`src/rtl/fcs_pkg.sv`:
```
package fcs_pkg;

   typedef enum logic [1:0] {
      SQ_IDLE = 2'd0,
      SQ_ADDR = 2'd1,
      SQ_CMD  = 2'd2
   } seq_state_e;

   localparam logic [7:0] OP_ERASE_VFY = 8'h05;
   localparam logic [7:0] OP_PROGRAM   = 8'h20;
   localparam logic [7:0] OP_BURST     = 8'h25;
   localparam logic [7:0] OP_SECTOR    = 8'h40;
   localparam logic [7:0] OP_MASS      = 8'h41;

   localparam logic [1:0] RG_DIV  = 2'd0;
   localparam logic [1:0] RG_PROT = 2'd1;
   localparam logic [1:0] RG_STAT = 2'd2;
   localparam logic [1:0] RG_CMD  = 2'd3;

   localparam logic [1:0] SZ_BYTE = 2'd0;
   localparam logic [1:0] SZ_HALF = 2'd1;
   localparam logic [1:0] SZ_WORD = 2'd2;

   localparam int ST_AE    = 0;
   localparam int ST_PV    = 1;
   localparam int ST_DONE  = 6;
   localparam int ST_EMPTY = 7;

   function automatic logic op_known(input logic [7:0] code);
      return (code == OP_ERASE_VFY) || (code == OP_PROGRAM) || (code == OP_BURST) ||
             (code == OP_SECTOR) || (code == OP_MASS);
   endfunction

endpackage

```
`src/rtl/fcs_seq.sv`:
```
module fcs_seq
   import fcs_pkg::*;
#(
   parameter int ADDR_W = 16,
   parameter int DATA_W = 32
) (
   input  logic              clk,
   input  logic              rst_n,
   input  logic              arr_wr,
   input  logic              reg_wr,
   input  logic [1:0]        sel,
   input  logic [ADDR_W-1:0] bus_addr,
   input  logic [1:0]        bus_size,
   input  logic [DATA_W-1:0] bus_wdata,
   input  logic              bus_trusted,
   input  logic              secure_en,
   input  logic              div_set,
   input  logic              prot_en,
   input  logic [ADDR_W-1:0] prot_bound,
   input  logic              running,
   input  logic              buf_empty,
   input  logic              acc_err,
   input  logic              abort,
   output logic              set_ae,
   output logic              set_pv,
   output logic              launch,
   output logic              cfg_we,
   output logic [7:0]        cap_cmd,
   output logic [ADDR_W-1:0] cap_addr,
   output logic [DATA_W-1:0] cap_data
);

   seq_state_e state, nxt;
   logic       cap_en, cmd_en, prot_hit, misfit;
   logic [7:0] code;

   assign code     = bus_wdata[7:0];
   assign prot_hit = prot_en && (cap_addr >= prot_bound);
   assign misfit   = (bus_size != SZ_WORD) || (bus_addr[1:0] != 2'b00);
   assign cfg_we   = reg_wr && (state == SQ_IDLE) && !abort;

   always_comb begin
      nxt    = state;
      set_ae = 1'b0;
      set_pv = 1'b0;
      launch = 1'b0;
      cap_en = 1'b0;
      cmd_en = 1'b0;
      unique case (state)
         SQ_IDLE: begin
            if (arr_wr) begin
               if (!div_set || acc_err || !buf_empty || misfit) set_ae = 1'b1;
               else begin
                  cap_en = 1'b1;
                  nxt    = SQ_ADDR;
               end
            end else if (reg_wr && sel == RG_CMD) begin
               set_ae = 1'b1;
            end
         end
         SQ_ADDR: begin
            if (arr_wr || (reg_wr && sel != RG_CMD)) begin
               set_ae = 1'b1;
               nxt    = SQ_IDLE;
            end else if (reg_wr) begin
               nxt = SQ_IDLE;
               if (!op_known(code)) begin
                  if (prot_hit) set_pv = 1'b1;
                  else          set_ae = 1'b1;
               end else if (running && buf_empty && code != OP_BURST) begin
                  set_ae = 1'b1;
               end else if (secure_en && !bus_trusted &&
                            code != OP_ERASE_VFY && code != OP_MASS) begin
                  set_ae = 1'b1;
               end else if (((code == OP_PROGRAM || code == OP_BURST || code == OP_SECTOR) && prot_hit) ||
                            (code == OP_MASS && prot_en)) begin
                  set_pv = 1'b1;
               end else begin
                  cmd_en = 1'b1;
                  nxt    = SQ_CMD;
               end
            end
         end
         SQ_CMD: begin
            if (arr_wr || reg_wr) begin
               nxt = SQ_IDLE;
               if (reg_wr && sel == RG_STAT && bus_wdata[ST_EMPTY]) launch = 1'b1;
               else                                                 set_ae = 1'b1;
            end
         end
         default: nxt = SQ_IDLE;
      endcase
      if (abort) begin
         nxt    = SQ_IDLE;
         launch = 1'b0;
         cap_en = 1'b0;
         cmd_en = 1'b0;
      end
   end

   always_ff @(posedge clk or negedge rst_n) begin
      if (!rst_n) begin
         state    <= SQ_IDLE;
         cap_cmd  <= '0;
         cap_addr <= '0;
         cap_data <= '0;
      end else begin
         state <= nxt;
         if (cap_en) begin
            cap_addr <= bus_addr;
            cap_data <= bus_wdata;
         end
         if (cmd_en) cap_cmd <= code;
      end
   end

   // no sequence opens before the divider is written
   a_r2_div_gate: assert property (@(posedge clk) disable iff (!rst_n)
      (state == SQ_IDLE && arr_wr && !div_set) |=> (state == SQ_IDLE));

   // a pending access error blocks the start of a sequence
   a_r12_blocked_start: assert property (@(posedge clk) disable iff (!rst_n)
      (state == SQ_IDLE && arr_wr && acc_err) |=> (state == SQ_IDLE));

   // a sequence never lingers after the launch write
   a_r5_launch_closes: assert property (@(posedge clk) disable iff (!rst_n)
      launch |=> (state == SQ_IDLE));

endmodule

```
`config.mk`:
```
export PLATFORM = sky130hd
export DESIGN_NAME = fcs_seq
export DESIGN_NICKNAME = d
export VERILOG_FILES = /design/src/rtl/fcs_pkg.sv /design/src/rtl/fcs_seq.sv
export SDC_FILE = /design/constraint.sdc
export NUM_CORES = 1
export LEC_CHECK = 0
export BUFFER_PORTS_ARGS = -buffer_cell sky130_fd_sc_hd__buf_2
export CAP_MARGIN = 5
export CORE_UTILIZATION = 50
export DETAILED_ROUTE_END_ITERATION = 8
export PLACE_DENSITY_LB_ADDON = 0.15
export SYNTH_ARGS = -nofsm -noshare
export SYNTH_HDL_FRONTEND = slang
export SYNTH_SLANG_ARGS = --single-unit
```
`constraint.sdc`:
```
create_clock -name clk -period 3.92 [get_ports clk]
set_input_delay 0.784 -clock clk [delete_from_list [all_inputs] [get_ports clk]]
set_output_delay 0.784 -clock clk [all_outputs]
set_load 0.005 [all_outputs]
```
; ---- Yosys cells after proc, flatten, opt, wreduce, memory -nomap -nowiden
; Index checks and enable logic that the tools add are counted.
[classes]
order_cmp = 1
n_eq_ne = 18
n_mux = 47
n_reduce_logical = 34
[op_table]
columns = op, n
row1 = two-way mux 1 bit, 35
row2 = two-way mux 2 bit, 10
row3 = "equality test 8 x 6 -> 1 bit, second input constant", 2
row4 = "equality test 8 x 7 -> 1 bit, second input constant", 2
row5 = greater-or-equal comparator 16 bit, 1
row6 = logical AND 1 bit, 14
row7 = logical OR 1 bit, 13
row8 = "inequality test 3 bit, second input constant", 3
row9 = "equality test 8 x 3 -> 1 bit, second input constant", 1
row10 = "inequality test 8 x 3 -> 1 bit, second input constant", 1
row11 = "inequality test 8 x 6 -> 1 bit, second input constant", 1
row12 = "inequality test 8 x 7 -> 1 bit, second input constant", 1
row13 = "equality test 2 bit, second input constant", 3
row14 = one-hot mux 2 bit (3 select lines), 1
row15 = zero test 1 bit, 4
row16 = "inequality test 2 bit, second input constant", 2
row17 = "inequality test 4 bit, second input constant", 1
row18 = AND reduction 4 bit, 1
row19 = one-hot mux 1 bit (3 select lines), 1
row20 = "equality test 2 x 1 -> 1 bit, second input constant", 1
row21 = zero test 2 bit, 1
row22 = nonzero test 2 bit, 1
[word_totals]
register_bits = 58
in_bits = 80

; ---- Logic depth before layout (Yosys ltp)
; Gate-level depths: netlist of run 1.
[depth]
ltp_word = 13
mapped_depth = 8
depth_no_buf = 8

; ---- Least setup slack after synthesis of run 1
; OpenSTA, ideal clock, no wires.
[synth_path]
path_type = input -> output
from = input port bus_wdata[0]
to = output port set_ae
arrival_time_ns = 2.229
slack_ns = 0.907
stages = 7
required_ns = 3.136
path_cell_list = buf_6 and3b_2 o31ai_2 nor4b_4 or4b_1 a21oi_1 a21o_1
[synth_between]
elab_chain_cells = 9
word_cells_on_any_way = 21
[synth_rtl]
columns = element, line
row1 = from (decl), fcs_seq.sv:14  ; input logic [DATA_W-1:0] bus_wdata,
row2 = inequality test 8 x 3 -> 1 bit (tied with other cells), fcs_seq.sv:73  ; code != OP_ERASE_VFY && code != OP_MASS) begin
row3 = logical AND 1 bit / logical OR 1 bit (equally long branches), "fcs_seq.sv:72, fcs_pkg.sv:30"
row4 = logical AND 1 bit / logical OR 1 bit (equally long branches), "fcs_seq.sv:73, fcs_pkg.sv:30"
row5 = two-way mux 1 bit / logical OR 1 bit (equally long branches), "fcs_seq.sv:72, fcs_pkg.sv:30"
row6 = two-way mux 1 bit / logical OR 1 bit (equally long branches), "fcs_seq.sv:70, fcs_pkg.sv:31"
row7 = two-way mux 1 bit *, fcs_seq.sv:67  ; if (!op_known(code)) begin
row8 = two-way mux 1 bit *, fcs_seq.sv:65  ; end else if (reg_wr) begin
row9 = two-way mux 1 bit *, fcs_seq.sv:62  ; if (arr_wr || (reg_wr && sel != RG_CMD)) begin
row10 = one-hot mux 1 bit (3 select lines) *, fcs_seq.sv:49  ; unique case (state)
row11 = to (decl), fcs_seq.sv:24  ; output logic set_ae,
; Mark *: on every way between the ends. The rest lies on a longest branch, timed or not.

; ---- Worst setup path after layout of run 1
[layout_path]
from = input port prot_bound[0]
to = output port set_pv
[layout_between]
elab_chain_cells = 11
word_cells_on_any_way = 12
[layout_rtl]
columns = element, line
row1 = from (decl), fcs_seq.sv:19  ; input logic [ADDR_W-1:0] prot_bound,
row2 = greater-or-equal comparator 16 bit *, fcs_seq.sv:38  ; assign prot_hit = prot_en && (cap_addr >= prot_bound);
row3 = logical AND 1 bit *, fcs_seq.sv:38
row4 = logical AND 1 bit, fcs_seq.sv:75  ; end else if (((code == OP_PROGRAM || code == OP_BURST || code == OP_SECTOR) && prot_hit) ||
row5 = logical OR 1 bit, fcs_seq.sv:75
row6 = two-way mux 1 bit, fcs_seq.sv:75
row7 = two-way mux 1 bit, fcs_seq.sv:72  ; end else if (secure_en && !bus_trusted &&
row8 = two-way mux 1 bit, fcs_seq.sv:70  ; end else if (running && buf_empty && code != OP_BURST) begin
row9 = two-way mux 1 bit *, fcs_seq.sv:67
row10 = two-way mux 1 bit *, fcs_seq.sv:65
row11 = two-way mux 1 bit *, fcs_seq.sv:62
row12 = two-way mux 1 bit *, fcs_seq.sv:49
row13 = to (decl), fcs_seq.sv:25  ; output logic set_pv,
; Marked as above.

==> results.sh, run 1 <==
export IMPL_drv_slew=0
export IMPL_wl_um=6270
export IMPL_intPower_mw=1.07
export IMPL_area_growth_pct=32.5
export IMPL_skew_ns=0.00593
export IMPL_cts_tree="done"
export IMPL_antenna_found_initial=0
export IMPL_vias=2317
export IMPL_grt_pass1_wl_um=10400
export IMPL_ys_types=42
export IMPL_h_tree_depth=3
export IMPL_post_cts_resized=0
export IMPL_nFillCells=461
export IMPL_fin_area_um2=3860
export IMPL_antennaDiodeCount=0
export IMPL_worst_pin_slew_ns=1.08
export IMPL_path_max_fanout=2
export IMPL_worstSkewPairLatency_ns=0.32
export IMPL_clock_path_buffers=2
export IMPL_drive_gt1_frac=0.573
export IMPL_hold_viol_final=0
export IMPL_postSynthCellCount=232
export IMPL_setup_violations=0
export IMPL_cp_end_kind="output port"
export IMPL_die_y_um=78.3
export IMPL_clock_sinks=58
export IMPL_die_w_um=78.3
export IMPL_cts_hold_buf=0
export IMPL_ant_nets=0
export IMPL_netlist_area_um2=2910
export IMPL_core_um2=5570
export IMPL_synth_edf_count=0
export IMPL_rrSetupSlack_ns=1.15
export IMPL_period_needed_ns=3.58
export IMPL_synth_top_flop_cell="dfrtp_1"
export IMPL_first_iter_violations=55
export IMPL_crit_type="in -> out"
export IMPL_required_ns=3.14
export IMPL_p_switching_uw=314
export IMPL_rows=27
export IMPL_crit_path_start_kind="input port"
export IMPL_cts_root_buf="clkbuf_8"
export IMPL_drc=0
export IMPL_clock_power_share=0.436
export IMPL_initial_core_util=0.522
export IMPL_fin_crit_sh=0.912
export IMPL_r2r_end="cap_cmd[6]$_DFFE_PN0P_"
export IMPL_vias_per_cell=5.14
export IMPL_max_freq_mhz=280
export IMPL_grt_pass1_vias=2375
export IMPL_crit_arrival_ns=2.79
export IMPL_pwr_share_comb=0.108
export IMPL_num_nets_final=470
export IMPL_seq_power_share=0.457
export IMPL_fin_tns_setup_ns=0
export IMPL_holdCritPathClass="in -> async"
export IMPL_ys_warn_count=0
export IMPL_leakagePower_nw=2.25
export IMPL_port_buffer_count=139
export IMPL_slew_headroom=0.281
export IMPL_wl_per_cell_um=13.9
export IMPL_async_reset_ff_frac=1.00
export IMPL_globalplace_congestion=0.818
export IMPL_rsz0062_at_grt="false"
export IMPL_holdWs_ns=0.471
export IMPL_cellPowerDensity_nw_per_um2=360
export IMPL_post_cts_setup_buffers=0
export IMPL_grtUsageTotal=0.224
export IMPL_placed_area_um2=3640
export IMPL_fin_ws_ns=0.343
export IMPL_synth_nets=328
export IMPL_ios=140
export IMPL_clkSlewWorstSetupHoldPaths_ns=0.06
export IMPL_pre_cts_slack_ns=0.387
export IMPL_overflow=0
export IMPL_status="completed"
export IMPL_syn_avg_cell_area_um2=12.5
export IMPL_seq_area_frac_synth=0.499
export IMPL_ir_drop_mv=0.301
export IMPL_grt_max_degree=50
export IMPL_rr_startpoint="cap_addr[0]$_DFFE_PN0P_"
export IMPL_total_power_mw=1.39
export IMPL_numCtsBuffers=9
export IMPL_die_area_um2=6130
export IMPL_p_sw_frac=0.226
export IMPL_detail_route_first_pass_iterations=4
export IMPL_hpwl_um=4720
export IMPL_reg2reg_depth=8
export IMPL_ys_seq_elements=58
export IMPL_max_cap_violations=0
-- cell type report --
cell class	count	area, µm²	area share
clock buffers	11	141	0.0367
well taps	72	90.1	0.0234
multi-input cells	147	1330	0.344
flip-flops and latches	58	1450	0.376
repair buffers	140	703	0.182
clock inverters	5	77.6	0.0201
inverters	18	67.6	0.0175
-- logic make-up after synthesis --
group           after synthesis  share of synthesized area
buf+inv                      27                     0.0464
flops                        58                      0.499
mux                          49                      0.195
simple gates                 49                      0.114
xor+xnor                      2                    0.00602
fa+ha+maj                    16                     0.0688
compound gates               31                     0.0714
-- synth_stat cells (all sizes together) (2+ instances only) --
cell    instances  area (µm²)
ha             16         200
nor2           10        37.5
a31oi           2        12.5
dfrtp          58        1450
inv            18        67.6
and2b           4        35.0
buf             7        60.1
nor2b           3        18.8
nand2b          2        12.5
a21oi          10        61.3
nor4b           4        56.3
clkbuf          2        7.51
mux2           49         567
and2            3        18.8
nor3            3        15.0
o21ai           9        45.0
nand4           2        12.5
a211oi          5        37.5
nand2           9        36.3
-- per-layer routing --
metal	vias to the layer above	part of all wire	track usage
met5	-	0	0
li1	1102	-	-
met1	1110	0.41	0.249
met2	94	0.51	0.395
met3	11	0.073	0.0733
met4	0	0.015	0.0852
-- critical path, cell delays in order --
cell and delay, ns:
buf_2 0.10, ha_1 0.27, nand2b_1 0.15, a2111o_1 0.42
a211oi_1 0.41, o21ai_0 0.27, a21oi_1 0.20, nor3_1 0.07
buf_2 0.13
-- registers in the layout (all words and copies together), names as in the netlist --
signal / flops
cap_addr: 16
cap_data: 32
cap_cmd: 8
state: 2
-- stage by stage --
step | instances | utilization
floorplan | 232 | -
global placement | 435 | 0.653
detailed placement | 435 | 0.653
CTS | 451 | 0.692
global route | 451 | 0.692
finish | 451 | 0.692
-- worst max path at each step --
stage,start,endpoint,slack [ns],cells after the start
final,prot_bound[0],set_pv,0.34,9
after global routing,prot_bound[0],set_pv,0.28,9
after CTS,prot_bound[0],set_pv,0.37,9
after detailed placement,prot_bound[0],set_pv,0.39,9
after global placement,prot_bound[0],set_pv,0.44,9
after floorplan,bus_wdata[0],set_ae,0.91,7
-- cell usage in the layout (no fill, tap or decap), types with 2 or more instances in the layout --
cell and instances:
nor2_1 10, mux2_4 4, o21ai_0 9, buf_2 139, a211oi_1 5, and2_1 3, mux2_2 43, a21oi_1 9
clkinv_2 2, nand2_1 8, nand4_1 2, clkbuf_8 10, inv_1 18, dfrtp_1 58, and2b_2 4, nor4b_1 2
ha_1 16, mux2_1 2, a31oi_1 2, nor3_1 3, nand2b_1 2, bufinv_16 2, nor2b_1 3
-- power by group through the flow --
stage          Sequential (mW)  Clock (mW)  Combinational [mW]
2_1_floorplan            0.646           0              0.0595
3_3_place_gp             0.644           0               0.148
3_5_place_dp             0.645           0               0.152
4_1_cts                  0.634       0.621               0.153
5_1_grt                  0.637       0.642               0.169
6_report                 0.634       0.605               0.150
Power figures use the tool's default switching activity.
==> inputs of run 2 (changes only) <==
- ABC_AREA: not set -> 1
- PLACE_DENSITY: not set -> 0.85
- PLACE_DENSITY_LB_ADDON: 0.15 -> not set
==> results.sh, run 2 <==
export IMPL_worst_pin_slew_ns=0.688
export IMPL_max_cap_violations=0
export IMPL_dp_cells=516
export IMPL_worstSkewPairLatency_ns=0.32
export IMPL_skew_ns=0.00665
export IMPL_globalplace_congestion=0.885
export IMPL_r2r_end="cap_cmd[5]$_DFFE_PN0P_"
export IMPL_fin_cells=531
export IMPL_overflow=0
export IMPL_crit_start="prot_bound[7]"
export IMPL_synth_top_flop_cell="dfrtp_1"
export IMPL_synth_largest_area_cell="dfrtp_1"
export IMPL_postSynthCellCount=310
export IMPL_grt_pass1_vias=2470
export IMPL_ys_warn_count=0
export IMPL_initial_core_util=0.531
export IMPL_holdCritPathClass="in -> async"
export IMPL_yosysMostFrequentCell="nand2_1"
export IMPL_wl_um=6570
export IMPL_rows=27
export IMPL_synth_area_leaders="dfrtp_1, mux2_2, nand2_1"
export IMPL_vias=2543
export IMPL_grt_max_degree=58
export IMPL_clock_path_buffers=2
export IMPL_port_buffer_count=139
export IMPL_netlist_area_um2=3000
export IMPL_die_w_um=79.4
export IMPL_drc=0
export IMPL_crit_type="in -> out"
export IMPL_hpwl_um=5100
export IMPL_ir_drop_mv=0.206
export IMPL_h_tree_depth=3
export IMPL_crit_arrival_ns=2.20
export IMPL_synth_simple_area_share=0.176
export IMPL_ant_nets=0
export IMPL_die_y_um=79.4
export IMPL_post_cts_resized=0
export IMPL_synth_edf_count=0
export IMPL_cellPowerDensity_nw_per_um2=335
export IMPL_hold_viol_final=0
export IMPL_synth_nets=406
export IMPL_path_max_fanout=3
export IMPL_cts_root_buf="clkbuf_8"
export IMPL_wl_per_cell_um=12.4
export IMPL_drive_gt1_frac=0.434
export IMPL_status="completed"
export IMPL_ys_types=24
export IMPL_top_regs="cap_data: 32 flops, cap_addr: 16 flops, cap_cmd: 8 flops"
export IMPL_rr_startpoint="cap_addr[7]$_DFFE_PN0P_"
export IMPL_grtUsageTotal=0.222
export IMPL_synthTopCellsByCount="nand2_1, dfrtp_1, inv_1"
export IMPL_async_reset_ff_frac=1.00
export IMPL_clock_sinks=58
export IMPL_clkSlewWorstSetupHoldPaths_ns=0.06
export IMPL_die_area_um2=6310
export IMPL_grt_pass1_wl_um=10600
export IMPL_fin_crit_sh=0.760
export IMPL_largest_register="cap_data"
export IMPL_crit_path_start_kind="input port"
export IMPL_syn_avg_cell_area_um2=9.67
export IMPL_synth_compound_area_frac=0.0372
export IMPL_reg2reg_depth=13
export IMPL_layout_commonest_cell="buf_2"
export IMPL_seq_area_frac_synth=0.484
export IMPL_setup_violations=0
export IMPL_largest_reg_flops=32
export IMPL_ys_seq_elements=58
export IMPL_synth_top_family_by_area="simple AND/OR/NAND/NOR gates"
export IMPL_antenna_found_initial=0
export IMPL_cp_slowest_cell="ha_1"
export IMPL_area_growth_pct=31.5
export IMPL_postLayoutCoreUtil=0.699
export IMPL_synth_adder_area_share=0.0668
export IMPL_synth_xor_area_frac=0
export IMPL_synth_area_mux_share=0.157
export IMPL_num_nets_final=551
export IMPL_required_ns=3.14
export IMPL_numCtsBuffers=9
export IMPL_final_cell_mix="buf_2, nand2_1, dfrtp_1"
export IMPL_slew_headroom=0.541
export IMPL_core_um2=5640
export IMPL_fin_tns_setup_ns=0
export IMPL_rrSetupSlack_ns=2.11
export IMPL_post_cts_setup_buffers=0
export IMPL_rsz0062_at_grt="false"
export IMPL_path_common_cell="nand2_1"
export IMPL_detail_route_first_pass_iterations=4
export IMPL_first_iter_violations=98
export IMPL_total_power_mw=1.32
export IMPL_antennaDiodeCount=0
export IMPL_cts_tree="done"
export IMPL_drv_slew=0
export IMPL_cts_hold_buf=0
export IMPL_max_freq_mhz=335
export IMPL_netlist_area_leader_share=0.484
export IMPL_cp_end_kind="output port"
export IMPL_period_needed_ns=2.98
export IMPL_ios=140
export IMPL_vias_per_cell=4.79
export IMPL_path_cells="buf_2 > inv_1 > ha_1 > nand2_1 > inv_1 > nand2_1 > nor2_1 > nor2_1 > nand2_1 > nand2_1 > nand2_1 > nand2_1 > nand2_1 > nand3_1 > nand2_1 > nand2_1 > buf_2"
export IMPL_max_stage_delay_ns=0.29
export IMPL_leakagePower_nw=2.49
## run 2: worst max-delay path by stage
stage / to / slack [ns] / cells after the start
after detailed placement: set_pv / 0.97 / 16
after floorplan: set_pv / 1.32 / 14
after CTS: set_ae / 0.93 / 17
after global routing: set_ae / 0.73 / 17
final: set_ae / 0.94 / 17
after global placement: set_ae / 1.00 / 17
## run 2: cell type report
cell class | count | area (µm²)
clock buffer | 10 | 138
clock inverter | 5 | 55.1
fill | 435 | 1700
inverter | 50 | 188
multi-input combinational | 195 | 1310
sequential | 58 | 1450
tap | 72 | 90.1
timing repair buffer | 141 | 711
## run 2: logic make-up after synthesis
logic type,Yosys count
simple gates,119
flops,58
buf+inv,57
mux,38
compound gates,22
fa+ha+maj,16
## run 2: routing by layer
metal	vias up	share of wire	track usage
met5	-	0	0
met4	0	0.016	0.0945
met3	7	0.054	0.0446
met2	90	0.51	0.402
met1	1153	0.42	0.252
li1	1293	-	-
## run 2: power by group
part	switching (mW)	leakage [nW]	internal (mW)
sequential	0.0128	0.802	0.621
combinational	0.0757	1.60	0.0799
clock	0.228	0.0941	0.305
## run 2: worst max-delay path: cells and delay by family
family	cells	cell delay, ns
and+or+nand+nor	12	0.81
adders and majority gates	1	0.29
buffers and inverters	4	0.30
## run 2: metrics by stage
stage | cell area [µm²] | hold WS, ns | setup WS, ns
final | 3940 | 0.449 | 0.939
after global routing | 3940 | 0.489 | 0.728
after CTS | 3940 | 0.468 | 0.925
after detailed placement | 3750 | 0.451 | 0.971
after global placement | 3750 | 0.446 | 1.00
after floorplan | 3000 | 0.460 | 1.32
